## src/rtl/svr_pkg.sv

```systemverilog
package svr_pkg;
  localparam int unsigned SVR_BANK_AW = 16;  // address bits within one bank
  localparam int unsigned SVR_NBANKS  = 2;   // banks sharing the data lines
  localparam int unsigned SVR_CHIPS   = 2;   // serial chips per bank
  localparam int unsigned SVR_BITS    = 4;   // bits per chip per read
  localparam int unsigned SVR_SETUP   = 3;   // setup cycles per read
endpackage

```

## src/rtl/svr_sched.sv

```systemverilog
module svr_sched #(
  parameter int unsigned NBANKS    = 2,
  parameter int unsigned BANK_W    = 1,
  parameter int unsigned SETUP_CYC = 3,
  parameter int unsigned XFER_BITS = 4
) (
  input  logic              clk,
  input  logic              rst,
  input  logic              req_valid_i,
  input  logic [BANK_W-1:0] req_bank_i,
  output logic              req_ready_o,
  output logic              accept_o,
  output logic [NBANKS-1:0] xfer_oh_o,
  output logic              xfer_last_o
);
  localparam int unsigned SC_W = (SETUP_CYC > 1) ? $clog2(SETUP_CYC) : 1;
  localparam int unsigned XC_W = (XFER_BITS > 1) ? $clog2(XFER_BITS) : 1;

  logic              setup_on;
  logic [SC_W-1:0]   setup_cnt;
  logic [BANK_W-1:0] setup_bank;
  logic [NBANKS-1:0] xfer_oh;
  logic [XC_W-1:0]   xfer_cnt;
  logic [NBANKS-1:0] req_oh, setup_oh;
  logic              xfer_on, xfer_last, setup_done, fits, same_bank;

  always_comb begin
    req_oh   = '0;
    setup_oh = '0;
    req_oh[req_bank_i]   = 1'b1;
    setup_oh[setup_bank] = 1'b1;
  end

  assign xfer_on    = |xfer_oh;
  assign xfer_last  = xfer_on && (xfer_cnt == XC_W'(XFER_BITS - 1));
  assign setup_done = setup_on && (setup_cnt == SC_W'(SETUP_CYC - 1));
  // a new transfer starts SETUP_CYC+1 cycles after acceptance; it must not
  // begin before the running transfer has shifted out its last bit
  assign fits       = !xfer_on || ((32'(xfer_cnt) + SETUP_CYC + 1) >= XFER_BITS);
  // the same bank cannot take a new address while it is still shifting
  assign same_bank  = |(xfer_oh & req_oh);

  assign req_ready_o = !setup_on && fits && !(same_bank && !xfer_last);
  assign accept_o    = req_valid_i && req_ready_o;
  assign xfer_oh_o   = xfer_oh;
  assign xfer_last_o = xfer_last;

  always_ff @(posedge clk) begin
    if (rst) begin
      setup_on   <= 1'b0;
      setup_cnt  <= '0;
      setup_bank <= '0;
      xfer_oh    <= '0;
      xfer_cnt   <= '0;
    end else begin
      if (accept_o) begin
        setup_on   <= 1'b1;
        setup_cnt  <= '0;
        setup_bank <= req_bank_i;
      end else if (setup_done) begin
        setup_on   <= 1'b0;
      end else if (setup_on) begin
        setup_cnt  <= setup_cnt + 1'b1;
      end

      if (setup_done) begin
        xfer_oh  <= setup_oh;
        xfer_cnt <= '0;
      end else if (xfer_last) begin
        xfer_oh  <= '0;
      end else if (xfer_on) begin
        xfer_cnt <= xfer_cnt + 1'b1;
      end
    end
  end
endmodule

```

## src/rtl/svr_bank_port.sv

```systemverilog
module svr_bank_port #(
  parameter int unsigned BANK_AW = 16
) (
  input  logic               clk,
  input  logic               rst,
  input  logic               load_i,
  input  logic [BANK_AW-1:0] addr_i,
  output logic [BANK_AW-1:0] addr_o
);
  // the address is held from acceptance through setup and transfer
  always_ff @(posedge clk) begin
    if (rst)         addr_o <= '0;
    else if (load_i) addr_o <= addr_i;
  end
endmodule

```

## src/rtl/svr_deser.sv

```systemverilog
module svr_deser #(
  parameter int unsigned CHIPS = 2,
  parameter int unsigned BITS  = 4
) (
  input  logic                  clk,
  input  logic                  rst,
  input  logic                  sample_i,
  input  logic                  last_i,
  input  logic [CHIPS-1:0]      sd_i,
  output logic                  valid_o,
  output logic [CHIPS*BITS-1:0] data_o
);
  logic [CHIPS*BITS-1:0] assembled;

  for (genvar c = 0; c < CHIPS; c++) begin : g_chip
    logic [BITS-1:0] sh;
    logic [BITS-1:0] nxt;
    assign nxt = {sh[BITS-2:0], sd_i[c]};
    // chip 0 owns the most significant nibble
    assign assembled[(CHIPS-1-c)*BITS +: BITS] = nxt;
    always_ff @(posedge clk) begin
      if (rst)           sh <= '0;
      else if (sample_i) sh <= nxt;
    end
  end

  always_ff @(posedge clk) begin
    if (rst) begin
      valid_o <= 1'b0;
      data_o  <= '0;
    end else begin
      valid_o <= sample_i && last_i;
      if (sample_i && last_i) data_o <= assembled;
    end
  end
endmodule

```

## src/rtl/vram_serial_reader.sv

```systemverilog
module vram_serial_reader
  import svr_pkg::*;
#(
  parameter int unsigned BANK_AW   = SVR_BANK_AW,
  parameter int unsigned NBANKS    = SVR_NBANKS,
  parameter int unsigned CHIPS     = SVR_CHIPS,
  parameter int unsigned BITS      = SVR_BITS,
  parameter int unsigned SETUP_CYC = SVR_SETUP,
  parameter int unsigned BANK_W    = (NBANKS > 1) ? $clog2(NBANKS) : 1,
  parameter int unsigned ADDR_W    = BANK_AW + BANK_W,
  parameter int unsigned DATA_W    = CHIPS * BITS
) (
  input  logic                            clk,
  input  logic                            rst,
  input  logic                            wide_mode_i,
  input  logic                            req_valid_i,
  input  logic [ADDR_W-1:0]               req_addr_i,
  output logic                            req_ready_o,
  output logic [NBANKS-1:0][BANK_AW-1:0]  bank_addr_o,
  output logic [NBANKS-1:0]               bank_oe_o,
  output logic [NBANKS-1:0]               bank_we_o,
  input  logic [CHIPS-1:0]                sd_i,
  output logic                            rd_valid_o,
  output logic [DATA_W-1:0]               rd_data_o
);
  logic [BANK_W-1:0] req_bank;
  logic              accept;
  logic [NBANKS-1:0] xfer_oh;
  logic              xfer_last;

  // narrow mode pins everything to bank 0
  assign req_bank  = wide_mode_i ? req_addr_i[BANK_AW +: BANK_W] : '0;
  assign bank_we_o = '0;
  assign bank_oe_o = xfer_oh;

  svr_sched #(
    .NBANKS(NBANKS), .BANK_W(BANK_W), .SETUP_CYC(SETUP_CYC), .XFER_BITS(BITS)
  ) u_sched (
    .clk(clk), .rst(rst),
    .req_valid_i(req_valid_i), .req_bank_i(req_bank),
    .req_ready_o(req_ready_o), .accept_o(accept),
    .xfer_oh_o(xfer_oh), .xfer_last_o(xfer_last)
  );

  for (genvar b = 0; b < NBANKS; b++) begin : g_bank
    svr_bank_port #(.BANK_AW(BANK_AW)) u_port (
      .clk(clk), .rst(rst),
      .load_i(accept && (req_bank == BANK_W'(b))),
      .addr_i(req_addr_i[BANK_AW-1:0]),
      .addr_o(bank_addr_o[b])
    );
  end

  svr_deser #(.CHIPS(CHIPS), .BITS(BITS)) u_deser (
    .clk(clk), .rst(rst),
    .sample_i(|xfer_oh), .last_i(xfer_last), .sd_i(sd_i),
    .valid_o(rd_valid_o), .data_o(rd_data_o)
  );
endmodule

```

## config.mk

```make
export PLATFORM = sky130hd
export DESIGN_NAME = vram_serial_reader
export DESIGN_NICKNAME = d
export VERILOG_FILES = /design/src/rtl/svr_pkg.sv /design/src/rtl/svr_sched.sv /design/src/rtl/svr_bank_port.sv /design/src/rtl/svr_deser.sv /design/src/rtl/vram_serial_reader.sv
export SDC_FILE = /design/constraint.sdc
export NUM_CORES = 1
export LEC_CHECK = 0
export ABC_AREA = 1
export ABC_CLOCK_PERIOD_IN_PS = 4860
export BUFFER_PORTS_ARGS = -buffer_cell sky130_fd_sc_hd__buf_2
export CAP_MARGIN = 20
export CORE_ASPECT_RATIO = 0.7
export CORE_MARGIN = 3
export CORE_UTILIZATION = 55
export DETAILED_ROUTE_END_ITERATION = 8
export PLACE_DENSITY = 0.84
export SYNTH_ARGS = -nofsm -noshare
export SYNTH_HDL_FRONTEND = slang
export SYNTH_HIERARCHICAL = 1
export SYNTH_SLANG_ARGS = --single-unit
```

## constraint.sdc

```tcl
create_clock -name clk -period 4.86 [get_ports clk]
set_input_delay 1.215 -clock clk [delete_from_list [all_inputs] [get_ports clk]]
set_output_delay 1.215 -clock clk [all_outputs]
set_load 0.02 [all_outputs]
```

==> flow_summary.json <==
{
  "status": "finished clean",
  "clock_skew_ns": 0.00292,
  "drcViolationCount": 0,
  "drv_cap": 0,
  "ys_seq_area_share_pct": 47.5,
  "top_level_ports": 69,
  "cts_made_buffers": 5,
  "cts.path.max_buffers": 2,
  "die_area_mm2": 0.00504,
  "ctsResizeCount": 0,
  "clk_pin_slew_ns": 0.09,
  "hp-class": "reg2reg",
  "synth-seq-cells": 55,
  "mostFrequentLayoutCells": "89 x nand2_1, 85 x nor2_1, 66 x buf_2",
  "timing.fmax_ghz": 0.316,
  "n_antenna_cell": 0,
  "coreArea_mm2": 0.00399,
  "synth_warnings": 6,
  "crit_path_end_kind": "primary output",
  "ir_drop_uv": 230,
  "start_util_pct": 58.1,
  "rr_startpoint": "u_sched/xfer_cnt[0]$_SDFFE_PP0P_",
  "setup_ws_ns": 1.69,
  "grt_pass1_vias": 1694,
  "antenna_found_initial": 0,
  "holdPathStages": 2,
  "grt_setup_unrepaired": "no",
  "syn_to_final_growth_pct": 17.3,
  "synth_cell_types": 24,
  "grt_pass1_wl_um": 7340,
  "num_vias": 2074,
  "worst-r2r-setup-slack_ns": 3.02,
  "grt_remaining_overflow": 0,
  "cts_setup_buffers": 0,
  "viasPerCell": 4.59,
  "synth_ff_type": "dfxtp_1",
  "dp_hpwl_um": 3390,
  "crit_type": "in2out",
  "cts-htree-levels": 2,
  "setup_viol": 0,
  "tritoncts": "yes",
  "nets": 424,
  "period_minus_slack_ns": 3.17,
  "cp-start-kind": "input pin",
  "first_pass_iters": 4,
  "worstMarginPinSlew_ns": 0.607,
  "r2r.worst_path.cells": 11,
  "cp.arrival_ns": 1.95,
  "timing.rr.end": "g_bank[0].u_port/addr_o[8]$_SDFFE_PP0P_",
  "rows": 19,
  "power.density_cell_area_mw_per_mm2": 316,
  "cts_hold_buf": 0,
  "antenna_left": 0,
  "drt_iter0_drc": 97,
  "cts.sinks": 55,
  "cellLeakagePower_nw": 1.55,
  "drive_gt1_share_pct": 22.0,
  "clock_latency_ns": 0.30,
  "cts_root_buf": "clkbuf_8",
  "crit_start": "wide_mode_i",
  "die_height_um": 60.3,
  "synth.avg_cell_area_um2": 6.92,
  "wl_per_cell_um": 10.3,
  "max_slew_margin_pct": 59.5,
  "gp_congestion": 0.764,
  "track_usage_pct": 18.0,
  "io_buffers": 66,
  "synth.cell_area_mm2": 0.00232,
  "synth_edf_count": 0,
  "drt_wl_total_um": 4660,
  "layout_commonest_cell": "nand2_1",
  "endpoint": "req_ready_o",
  "crit_required_ns": 3.64,
  "hold_viol": 0,
  "async_flop_share_pct": 0,
  "fin_crit_sh_pct": 65.1,
  "postSynthCellCount": 335,
  "crit_fanout": 2,
  "die_width_um": 83.6,
  "post-place-ws_ns": 1.70,
  "power_mw": 0.860,
  "grt_max_degree": 33,
  "tns_ns": 0,
  "slew_viol_final": 0
}
==> worst max-delay path, stage by stage <==
cell	delay, ns
buf_2	0.10
nand2_1	0.07
inv_1	0.07
inv_1	0.05
nand2_1	0.05
nand2_1	0.06
a21oi_1	0.14
buf_2	0.18
==> layout make-up <==
| class | count | area (um^2) |
|---|---|---|
| clock buffers | 5 | 68.8 |
| clock inverters | 3 | 20.0 |
| fillers | 357 | 1270 |
| inverters | 53 | 199 |
| multi-input cells | 216 | 912 |
| flip-flops and latches | 55 | 1100 |
| well taps | 52 | 65.1 |
| repair buffers | 68 | 353 |
==> worst min path at each step <==
stage	end	startpoint
finish	u_sched/xfer_cnt[1]$_SDFFE_PP0P_	u_sched/xfer_cnt[1]$_SDFFE_PP0P_
global route	u_deser/data_o[2]$_SDFFE_PP0P_	u_deser/g_chip[1].sh[1]$_SDFFE_PP0P_
CTS	u_sched/xfer_cnt[1]$_SDFFE_PP0P_	u_sched/xfer_cnt[1]$_SDFFE_PP0P_
detailed placement	u_sched/xfer_cnt[1]$_SDFFE_PP0P_	u_sched/xfer_cnt[1]$_SDFFE_PP0P_
global placement	u_sched/xfer_cnt[1]$_SDFFE_PP0P_	u_sched/xfer_cnt[1]$_SDFFE_PP0P_
floorplan	u_sched/xfer_cnt[1]$_SDFFE_PP0P_	u_sched/xfer_cnt[1]$_SDFFE_PP0P_
==> cells by family after synthesis <==
group / synth area share [%]
flops: 47.5
buf+inv: 13.6
xor+xnor: 0.378
compound gates: 3.83
fa+ha+maj: 1.08
simple gates: 33.5
other cells: 0.162
==> per-layer routing <==
metal  share of wire (%)  GRT usage, %  vias to the layer above
met5                   0             0                        -
met4                0.64          4.36                        0
met3                 7.4          5.65                        6
met2                  45          30.6                       60
met1                  47          22.8                      907
li1                    -             -                     1101
==> sequential cells by signal, indices dropped and copies added (netlist names) <==
signal and cells:
u_sched/setup_cnt 2, u_deser/data_o 8, u_sched/setup_on 1, u_deser/g_chip.sh 6, u_sched/xfer_oh_o 2, u_deser/valid_o 1, u_sched/setup_bank 1, u_sched/xfer_cnt 2
g_bank.u_port/addr_o 32
==> power breakdown <==
group          total (mW)  leakage [nW]  internal (mW)  switching [mW]
Clock               0.245        0.0402          0.100           0.144
Combinational       0.130          1.06         0.0462          0.0836
Sequential          0.485         0.449          0.473          0.0126
Total               0.860          1.55          0.620           0.240
==> through the flow <==
stage	cells	utilization, %	hold slack (ns)	cell area (um^2)
after detailed placement	444	65.9	0.450	2630
after CTS	452	68.1	0.464	2720
after global placement	443	65.5	0.437	2620
after floorplan	336	-	0.427	2320
after global routing	452	68.1	0.483	2720
final	452	68.1	0.460	2720
==> Yosys cell counts, types with 2 or more instances <==
| master | number | area (um^2) |
|---|---|---|
| nand2_1 | 89 | 334 |
| nor2_1 | 86 | 323 |
| dfxtp_1 | 55 | 1100 |
| inv_1 | 52 | 195 |
| buf_6 | 7 | 78.8 |
| o21ai_0 | 7 | 35.0 |
| a21oi_1 | 6 | 30.0 |
| buf_4 | 5 | 37.5 |
| nand3_1 | 5 | 25.0 |
| nor2_2 | 4 | 25.0 |
| nand2_2 | 3 | 18.8 |
| ha_1 | 2 | 25.0 |
| o21ai_1 | 2 | 10.0 |
| or2_1 | 2 | 12.5 |
(Power assumes the default switching activity.)
